$ cat config.mk
export PLATFORM = sky130hd
export DESIGN_NAME = spi_tgt_port
export DESIGN_NICKNAME = d
export VERILOG_FILES = /design/src/rtl/spi_tgt_pkg.sv /design/src/rtl/spi_tgt_sync.sv /design/src/rtl/spi_tgt_edges.sv /design/src/rtl/spi_tgt_shift.sv /design/src/rtl/spi_tgt_regs.sv /design/src/rtl/spi_tgt_port.sv
export SDC_FILE = /design/constraint.sdc
export NUM_CORES = 1
export LEC_CHECK = 0
export ABC_AREA = 1
export CORE_AREA = 2 2 63 65
export DETAILED_ROUTE_END_ITERATION = 7
export DIE_AREA = 0 0 65 67
export HOLD_SLACK_MARGIN = 0.03
export PLACE_DENSITY = 0.89
export SYNTH_ARGS = -nofsm -noshare
export SYNTH_HDL_FRONTEND = slang
export SYNTH_SLANG_ARGS = --single-unit
$ cat constraint.sdc
create_clock -name clk -period 1.5 [get_ports clk]
set_clock_uncertainty 0.05 [all_clocks]
set_input_delay 0.225 -clock clk [delete_from_list [all_inputs] [get_ports clk]]
set_output_delay 0.225 -clock clk [all_outputs]
set_load 0.005 [all_outputs]
$ cat src/rtl/spi_tgt_pkg.sv
package spi_tgt_pkg;
  localparam int unsigned ADDR_W = 2;
  localparam logic [ADDR_W-1:0] ADDR_CTRL = 2'd0;
  localparam logic [ADDR_W-1:0] ADDR_STAT = 2'd1;
  localparam logic [ADDR_W-1:0] ADDR_DATA = 2'd2;

  // control register layout, bit 3 down to bit 0
  typedef struct packed {
    logic cpol;
    logic cpha;
    logic irq_en;
    logic enable;
  } ctrl_t;
endpackage

$ cat src/rtl/spi_tgt_sync.sv
module spi_tgt_sync #(
  parameter int unsigned STAGES = 2,
  parameter int unsigned WIDTH  = 3,
  parameter logic [WIDTH-1:0] RST_VAL = '0
) (
  input  logic             clk,
  input  logic             rst_n,
  input  logic [WIDTH-1:0] d,
  output logic [WIDTH-1:0] q
);
  logic [STAGES-1:0][WIDTH-1:0] stg_q;

  always_ff @(posedge clk or negedge rst_n) begin
    if (!rst_n) begin
      stg_q <= {STAGES{RST_VAL}};
    end else begin
      for (int i = STAGES - 1; i > 0; i--) stg_q[i] <= stg_q[i-1];
      stg_q[0] <= d;
    end
  end

  assign q = stg_q[STAGES-1];
endmodule

$ cat src/rtl/spi_tgt_edges.sv
module spi_tgt_edges (
  input  logic clk,
  input  logic rst_n,
  input  logic sck_s,
  input  logic cpol,
  input  logic cpha,
  output logic lead_ev,
  output logic samp_ev,
  output logic shift_ev
);
  logic sck_q;
  logic moved;
  logic trail_ev;

  always_ff @(posedge clk or negedge rst_n) begin
    if (!rst_n) sck_q <= 1'b0;
    else        sck_q <= sck_s;
  end

  always_comb begin
    moved    = sck_q ^ sck_s;
    lead_ev  = moved & (sck_s ^ cpol);
    trail_ev = moved & ~(sck_s ^ cpol);
    samp_ev  = cpha ? trail_ev : lead_ev;
    shift_ev = cpha ? lead_ev : trail_ev;
  end
endmodule

$ cat src/rtl/spi_tgt_shift.sv
module spi_tgt_shift #(
  parameter int unsigned DATA_W = 8
) (
  input  logic              clk,
  input  logic              rst_n,
  input  logic              enable,
  input  logic              cs_act,
  input  logic              mosi_s,
  input  logic              lead_ev,
  input  logic              samp_ev,
  input  logic              shift_ev,
  input  logic              load_en,
  input  logic [DATA_W-1:0] load_data,
  output logic [DATA_W-1:0] shreg_q,
  output logic              busy_q,
  output logic [$clog2(DATA_W)-1:0] bitcnt_q,
  output logic              done_ev,
  output logic [DATA_W-1:0] rx_byte
);
  localparam int unsigned CNT_W = $clog2(DATA_W);
  localparam logic [CNT_W-1:0] LAST = CNT_W'(DATA_W - 1);

  logic [DATA_W-1:0] shreg_d;
  logic [CNT_W-1:0]  cnt_d;
  logic              smp_q, smp_d;
  logic              busy_d;

  always_comb begin
    shreg_d = shreg_q;
    cnt_d   = bitcnt_q;
    smp_d   = smp_q;
    busy_d  = busy_q;
    done_ev = 1'b0;
    rx_byte = {shreg_q[DATA_W-2:0], mosi_s};
    if (!enable || !cs_act) begin
      cnt_d  = '0;
      busy_d = 1'b0;
    end else begin
      if (lead_ev) busy_d = 1'b1;
      if (samp_ev) begin
        smp_d = mosi_s;
        if (bitcnt_q == LAST) begin
          done_ev = 1'b1;
          shreg_d = rx_byte;
          cnt_d   = '0;
          busy_d  = 1'b0;
        end else begin
          cnt_d = bitcnt_q + 1'b1;
        end
      end
      if (shift_ev && bitcnt_q != '0) shreg_d = {shreg_q[DATA_W-2:0], smp_q};
    end
    if (load_en) shreg_d = load_data;
  end

  always_ff @(posedge clk or negedge rst_n) begin
    if (!rst_n) begin
      shreg_q  <= '0;
      bitcnt_q <= '0;
      smp_q    <= 1'b0;
      busy_q   <= 1'b0;
    end else begin
      shreg_q  <= shreg_d;
      bitcnt_q <= cnt_d;
      smp_q    <= smp_d;
      busy_q   <= busy_d;
    end
  end
endmodule

$ cat src/rtl/spi_tgt_regs.sv
module spi_tgt_regs
  import spi_tgt_pkg::*;
#(
  parameter int unsigned DATA_W = 8
) (
  input  logic              clk,
  input  logic              rst_n,
  input  logic              host_sel,
  input  logic              host_wr,
  input  logic [ADDR_W-1:0] host_addr,
  input  logic [DATA_W-1:0] host_wdata,
  output logic [DATA_W-1:0] host_rdata,
  input  logic              done_ev,
  input  logic [DATA_W-1:0] rx_byte,
  input  logic              cs_act,
  input  logic              busy,
  output ctrl_t             ctrl_q,
  output logic              load_en,
  output logic              irq,
  output logic              done_q,
  output logic              ovr_q,
  output logic              col_q,
  output logic              armed_q,
  output logic              blocked,
  output logic [DATA_W-1:0] rxbuf_q
);
  localparam int unsigned BIT_DONE = DATA_W - 1;
  localparam int unsigned BIT_COL  = DATA_W - 2;
  localparam int unsigned BIT_OVR  = DATA_W - 3;

  ctrl_t             ctrl_d;
  logic              done_d, ovr_d, col_d, armed_d;
  logic [DATA_W-1:0] rxbuf_d;
  logic              rd_stat, rd_data, wr_data, wr_ctrl;
  logic              collide, clear, any_flag;

  always_comb begin
    rd_stat  = host_sel & ~host_wr & (host_addr == ADDR_STAT);
    rd_data  = host_sel & ~host_wr & (host_addr == ADDR_DATA);
    wr_data  = host_sel &  host_wr & (host_addr == ADDR_DATA);
    wr_ctrl  = host_sel &  host_wr & (host_addr == ADDR_CTRL);
    any_flag = done_q | ovr_q | col_q;
    blocked  = done_q & ~armed_q;
    collide  = ctrl_q.cpha ? busy : cs_act;
    load_en  = wr_data & ~blocked & ~collide;
    clear    = rd_data & armed_q;

    ctrl_d  = ctrl_q;
    done_d  = done_q;
    ovr_d   = ovr_q;
    col_d   = col_q;
    armed_d = armed_q;
    rxbuf_d = rxbuf_q;

    if (wr_ctrl) ctrl_d = ctrl_t'(host_wdata[3:0]);
    if (rd_stat && any_flag) armed_d = 1'b1;
    if (clear) begin
      done_d  = 1'b0;
      ovr_d   = 1'b0;
      col_d   = 1'b0;
      armed_d = 1'b0;
    end
    if (wr_data && !blocked && collide) col_d = 1'b1;
    if (done_ev) begin
      if (done_q && !clear) begin
        ovr_d = 1'b1;
      end else begin
        done_d  = 1'b1;
        rxbuf_d = rx_byte;
      end
    end
  end

  always_comb begin
    host_rdata = '0;
    case (host_addr)
      ADDR_CTRL: host_rdata[3:0] = ctrl_q;
      ADDR_STAT: begin
        host_rdata[BIT_DONE] = done_q;
        host_rdata[BIT_COL]  = col_q;
        host_rdata[BIT_OVR]  = ovr_q;
      end
      ADDR_DATA: host_rdata = rxbuf_q;
      default:   host_rdata = '0;
    endcase
    irq = done_q & ctrl_q.enable & ctrl_q.irq_en;
  end

  always_ff @(posedge clk or negedge rst_n) begin
    if (!rst_n) begin
      ctrl_q  <= '0;
      done_q  <= 1'b0;
      ovr_q   <= 1'b0;
      col_q   <= 1'b0;
      armed_q <= 1'b0;
      rxbuf_q <= '0;
    end else begin
      ctrl_q  <= ctrl_d;
      done_q  <= done_d;
      ovr_q   <= ovr_d;
      col_q   <= col_d;
      armed_q <= armed_d;
      rxbuf_q <= rxbuf_d;
    end
  end
endmodule

$ cat src/rtl/spi_tgt_port.sv
module spi_tgt_port
  import spi_tgt_pkg::*;
#(
  parameter int unsigned DATA_W      = 8,
  parameter int unsigned SYNC_STAGES = 2
) (
  input  logic              clk,
  input  logic              rst_n,
  input  logic              host_sel,
  input  logic              host_wr,
  input  logic [ADDR_W-1:0] host_addr,
  input  logic [DATA_W-1:0] host_wdata,
  output logic [DATA_W-1:0] host_rdata,
  input  logic              sck_in,
  input  logic              csn_in,
  input  logic              mosi_in,
  output logic              miso_out,
  output logic              irq_out
);
  localparam int unsigned CNT_W = $clog2(DATA_W);

  logic [1:0] rst_q;
  logic       rst_n_i;
  logic       sck_s, csn_s, mosi_s, cs_act;
  logic       lead_ev, samp_ev, shift_ev;
  logic       load_en, busy_q, done_ev;
  logic       done_q, ovr_q, col_q, armed_q, blocked;
  logic [DATA_W-1:0] shreg_q, rx_byte, rxbuf_q;
  logic [CNT_W-1:0]  bitcnt_q;
  ctrl_t             ctrl_q;

  // reset is asserted at once and released on the clock
  always_ff @(posedge clk or negedge rst_n) begin
    if (!rst_n) rst_q <= 2'b00;
    else        rst_q <= {rst_q[0], 1'b1};
  end
  assign rst_n_i = rst_q[1];

  spi_tgt_sync #(
    .STAGES (SYNC_STAGES),
    .WIDTH  (3),
    .RST_VAL(3'b010)
  ) u_sync (
    .clk  (clk),
    .rst_n(rst_n_i),
    .d    ({sck_in, csn_in, mosi_in}),
    .q    ({sck_s, csn_s, mosi_s})
  );
  assign cs_act = ~csn_s;

  spi_tgt_edges u_edges (
    .clk     (clk),
    .rst_n   (rst_n_i),
    .sck_s   (sck_s),
    .cpol    (ctrl_q.cpol),
    .cpha    (ctrl_q.cpha),
    .lead_ev (lead_ev),
    .samp_ev (samp_ev),
    .shift_ev(shift_ev)
  );

  spi_tgt_shift #(.DATA_W(DATA_W)) u_shift (
    .clk      (clk),
    .rst_n    (rst_n_i),
    .enable   (ctrl_q.enable),
    .cs_act   (cs_act),
    .mosi_s   (mosi_s),
    .lead_ev  (lead_ev),
    .samp_ev  (samp_ev),
    .shift_ev (shift_ev),
    .load_en  (load_en),
    .load_data(host_wdata),
    .shreg_q  (shreg_q),
    .busy_q   (busy_q),
    .bitcnt_q (bitcnt_q),
    .done_ev  (done_ev),
    .rx_byte  (rx_byte)
  );

  spi_tgt_regs #(.DATA_W(DATA_W)) u_regs (
    .clk       (clk),
    .rst_n     (rst_n_i),
    .host_sel  (host_sel),
    .host_wr   (host_wr),
    .host_addr (host_addr),
    .host_wdata(host_wdata),
    .host_rdata(host_rdata),
    .done_ev   (done_ev),
    .rx_byte   (rx_byte),
    .cs_act    (cs_act),
    .busy      (busy_q),
    .ctrl_q    (ctrl_q),
    .load_en   (load_en),
    .irq       (irq_out),
    .done_q    (done_q),
    .ovr_q     (ovr_q),
    .col_q     (col_q),
    .armed_q   (armed_q),
    .blocked   (blocked),
    .rxbuf_q   (rxbuf_q)
  );

  assign miso_out = cs_act & ctrl_q.enable & shreg_q[DATA_W-1];
endmodule

==> impl_metrics.py <==
metrics = {
    "outcome": {
        "status": "complete, but fails checks",
        "failed_checks": "negative setup slack",
    },
    "sta": {
        "period_needed_ps": 1580,
        "post-route-period-util": 1.05,
        "hold_viol_final": 0,
        "fin_setup_tns_ps": -153,
        "slew_violations": 0,
        "rsz0062_at_grt": "true",
        "hold_slack_ps": 49.7,
        "fin_ws_ps": -77.6,
        "fmax_mhz": 634,
        "setup_viol": 5,
    },
    "setup_path": {
        "cp.arrival_ps": 1750,
        "r2r_end": "u_shift.shreg_q[1]",
        "crit_type": "reg2reg",
        "cp_max_fo": 7,
        "reg2reg_depth": 7,
        "cp.required_ps": 1680,
        "r2r-start": "u_regs.ctrl_q[2]",
        "cp-start-kind": "flop",
        "crit_path_end_kind": "flop",
        "reg2reg_slack_ps": -80,
        "cp_cell_sequence": "inv_2, nand2_1, o21ai_4, nand2_4, o21ai_0, nand2_2, o21ai_2",
        "cp_slowest_stage_delay_ps": 450,
        "cp_slowest_cell": "dfrtp_2",
    },
    "power_and_ir_drop": {
        "leakage_nw": 1.22,
        "peakVddDrop_uv": 843,
        "p_per_area_nw_per_um2": 1030,
        "power_mw": 2.72,
    },
    "cells_and_area": {
        "fin_util": 0.734,
        "syn2layout_area_growth_pct": 37.8,
        "finalNonFillerCells": 317,
        "drive_gt1_frac": 0.361,
        "final_nets": 291,
        "antenna-diode-count": 0,
        "stdcell_area_sq_um": 2650,
    },
    "drt": {
        "avgViaCountPerCell": 5.40,
        "ant_nets": 0,
        "routedWlPerCell_um": 15.2,
        "drt_iter0_markers": 113,
        "wl_mm": 4.83,
        "drt_first_pass_iters": 4,
        "dr_total_vias": 1712,
        "drc": 0,
    },
    "min_path": {
        "hold_class": "in2async",
    },
    "die": {
        "die_area_sq_um": 4360,
        "die_y_um": 67,
        "core_sq_um": 3610,
        "io_pins": 27,
        "num_rows": 22,
        "die_x_um": 65,
        "start_util": 0.533,
    },
    "placement": {
        "dp_hpwl_mm": 2.73,
        "placed_cells": 292,
        "dp_worst_setup_slack_ps": -601,
        "placed_area_sq_um": 2280,
        "place.gp.congestion": 0.791,
        "io_buffer_count": 26,
    },
    "synth": {
        "async_flop_share": 1.00,
        "yosysTopAreaCell": "dfrtp_1",
        "yosys_warnings": 0,
        "netlist.area_leader.share": 0.469,
        "synth_seq_cells": 38,
        "ys_seq_area_frac": 0.496,
        "ys.flop_type": "dfrtp_1",
        "synth_enable_flop_cells": 0,
        "syn_nets": 233,
        "post-synth-top-count-cell": "nand2_1",
        "synth_cells": 210,
        "syn_area_per_cell_sq_um": 9.15,
        "netlist_area_sq_um": 1920,
        "synth_common_cells": "nand2_1 (54), dfrtp_1 (36), inv_1 (27), o21ai_0 (19), nand3_1 (10)",
        "synthTopCellsByArea": "dfrtp_1 (47%), nand2_1 (11%), inv_1 (5.3%)",
        "yosysUniqueCellTypes": 30,
    },
    "clocking": {
        "root_buffer": "clkbuf_8",
        "clock-sinks": 38,
        "clkTransAtPathRegs_ps": 70,
        "clk_path_buf_depth": 2,
        "cts_buffers": 5,
        "ctsHoldBuffers": 0,
        "htree_levels": 2,
        "worstSkewPairLatency_ps": 290,
        "cts_tree": "yes",
    },
    "global_route": {
        "grt_pass1_wl_mm": 7.09,
        "gr-usage-all-layers": 0.219,
        "antenna_found_initial": 0,
        "grt_pass1_vias": 1536,
        "grt_max_degree": 37,
        "overflow": 0,
    },
    "run": {
        "cap_violations": 0,
    },
}
-- kinds of logic after synthesis --
kind of cell             Yosys count  share of synthesized area
AND/OR/NAND/NOR                   87                      0.244
AO/OA/AOI/OAI                     44                      0.138
flip-flops                        38                      0.496
buffers and inverters             34                     0.0808
adder cells (fa/ha/maj)            6                     0.0391
other                              1                    0.00195
-- layout make-up --
| class | count | area [sq um] |
|---|---|---|
| Fill cell | 244 | 960 |
| Clock buffer | 7 | 86.3 |
| Tap cell | 48 | 60.1 |
| Timing Repair inverter | 1 | 5.00 |
| Multi-Input combinational cell | 141 | 990 |
| Timing Repair Buffer | 50 | 422 |
| Sequential cell | 38 | 957 |
| Clock inverter | 1 | 5.00 |
| Inverter | 31 | 121 |
-- registers in the layout, summed over array words and instances, names as in the netlist --
signal and cells:
u_regs.ovr_q 1, u_shift.busy_q 1, u_regs.armed_q 1, u_edges.sck_q 1
u_sync.stg_q 3, u_regs.rxbuf_q 8, u_shift.smp_q 1, u_regs.done_q 1
u_regs.col_q 1, u_sync.q 3, u_shift.shreg_q 8, u_shift.bitcnt_q 3
u_regs.ctrl_q 4, rst_q 2
-- worst max-delay path, delay by kind of cell, from the launching register on --
| family | cells | cell delay [ps] |
|---|---|---|
| buf+inv | 1 | 140 |
| simple gates | 3 | 350 |
| flops | 1 | 450 |
| compound gates | 3 | 520 |
-- where the power goes --
group          internal (mW)  switching, mW  total [mW]
clock network          0.371          0.354       0.724
registers               1.18         0.0887        1.27
logic                  0.302          0.423       0.725
-- worst max path at each step --
stage                                    from            endpoint  slack (ps)  cells after the start
after floorplan           u_shift.bitcnt_q[0]  u_shift.shreg_q[0]          50                      7
after global placement           host_addr[0]       host_rdata[1]        -550                      7
after detailed placement         host_addr[0]  u_shift.shreg_q[6]        -600                     12
after CTS                         u_sync.q[2]  u_shift.shreg_q[0]         -20                      9
after global routing              u_sync.q[2]  u_shift.shreg_q[0]        -160                     10
final                        u_regs.ctrl_q[2]  u_shift.shreg_q[1]         -80                      7
-- what timing repair did --
action,in CTS,in global routing
setup endpoints to repair,28,27
cloned,2,2
resized for setup,42,34
pin swaps,1,17
setup buffers,4,9
-- metal layers --
metal  vias up  GRT usage  part of all wire
li1        802          -                 -
met1       830      0.266              0.39
met2        67      0.375              0.52
met3        13     0.0541             0.059
met4         0     0.0878             0.026
met5         -          0                 0
-- layout by cell type, fill, tap and decap left out, drive strengths merged, types with 4 or more instances in the layout --
cell type / count
dfrtp: 36
inv: 30
nor2: 4
ha: 6
buf: 27
clkdlybuf4s15: 5
clkdlybuf4s50: 14
a21oi: 5
nand3: 17
clkbuf: 9
o21ai: 35
nand2: 64
Power figures use the tool's default switching activity.
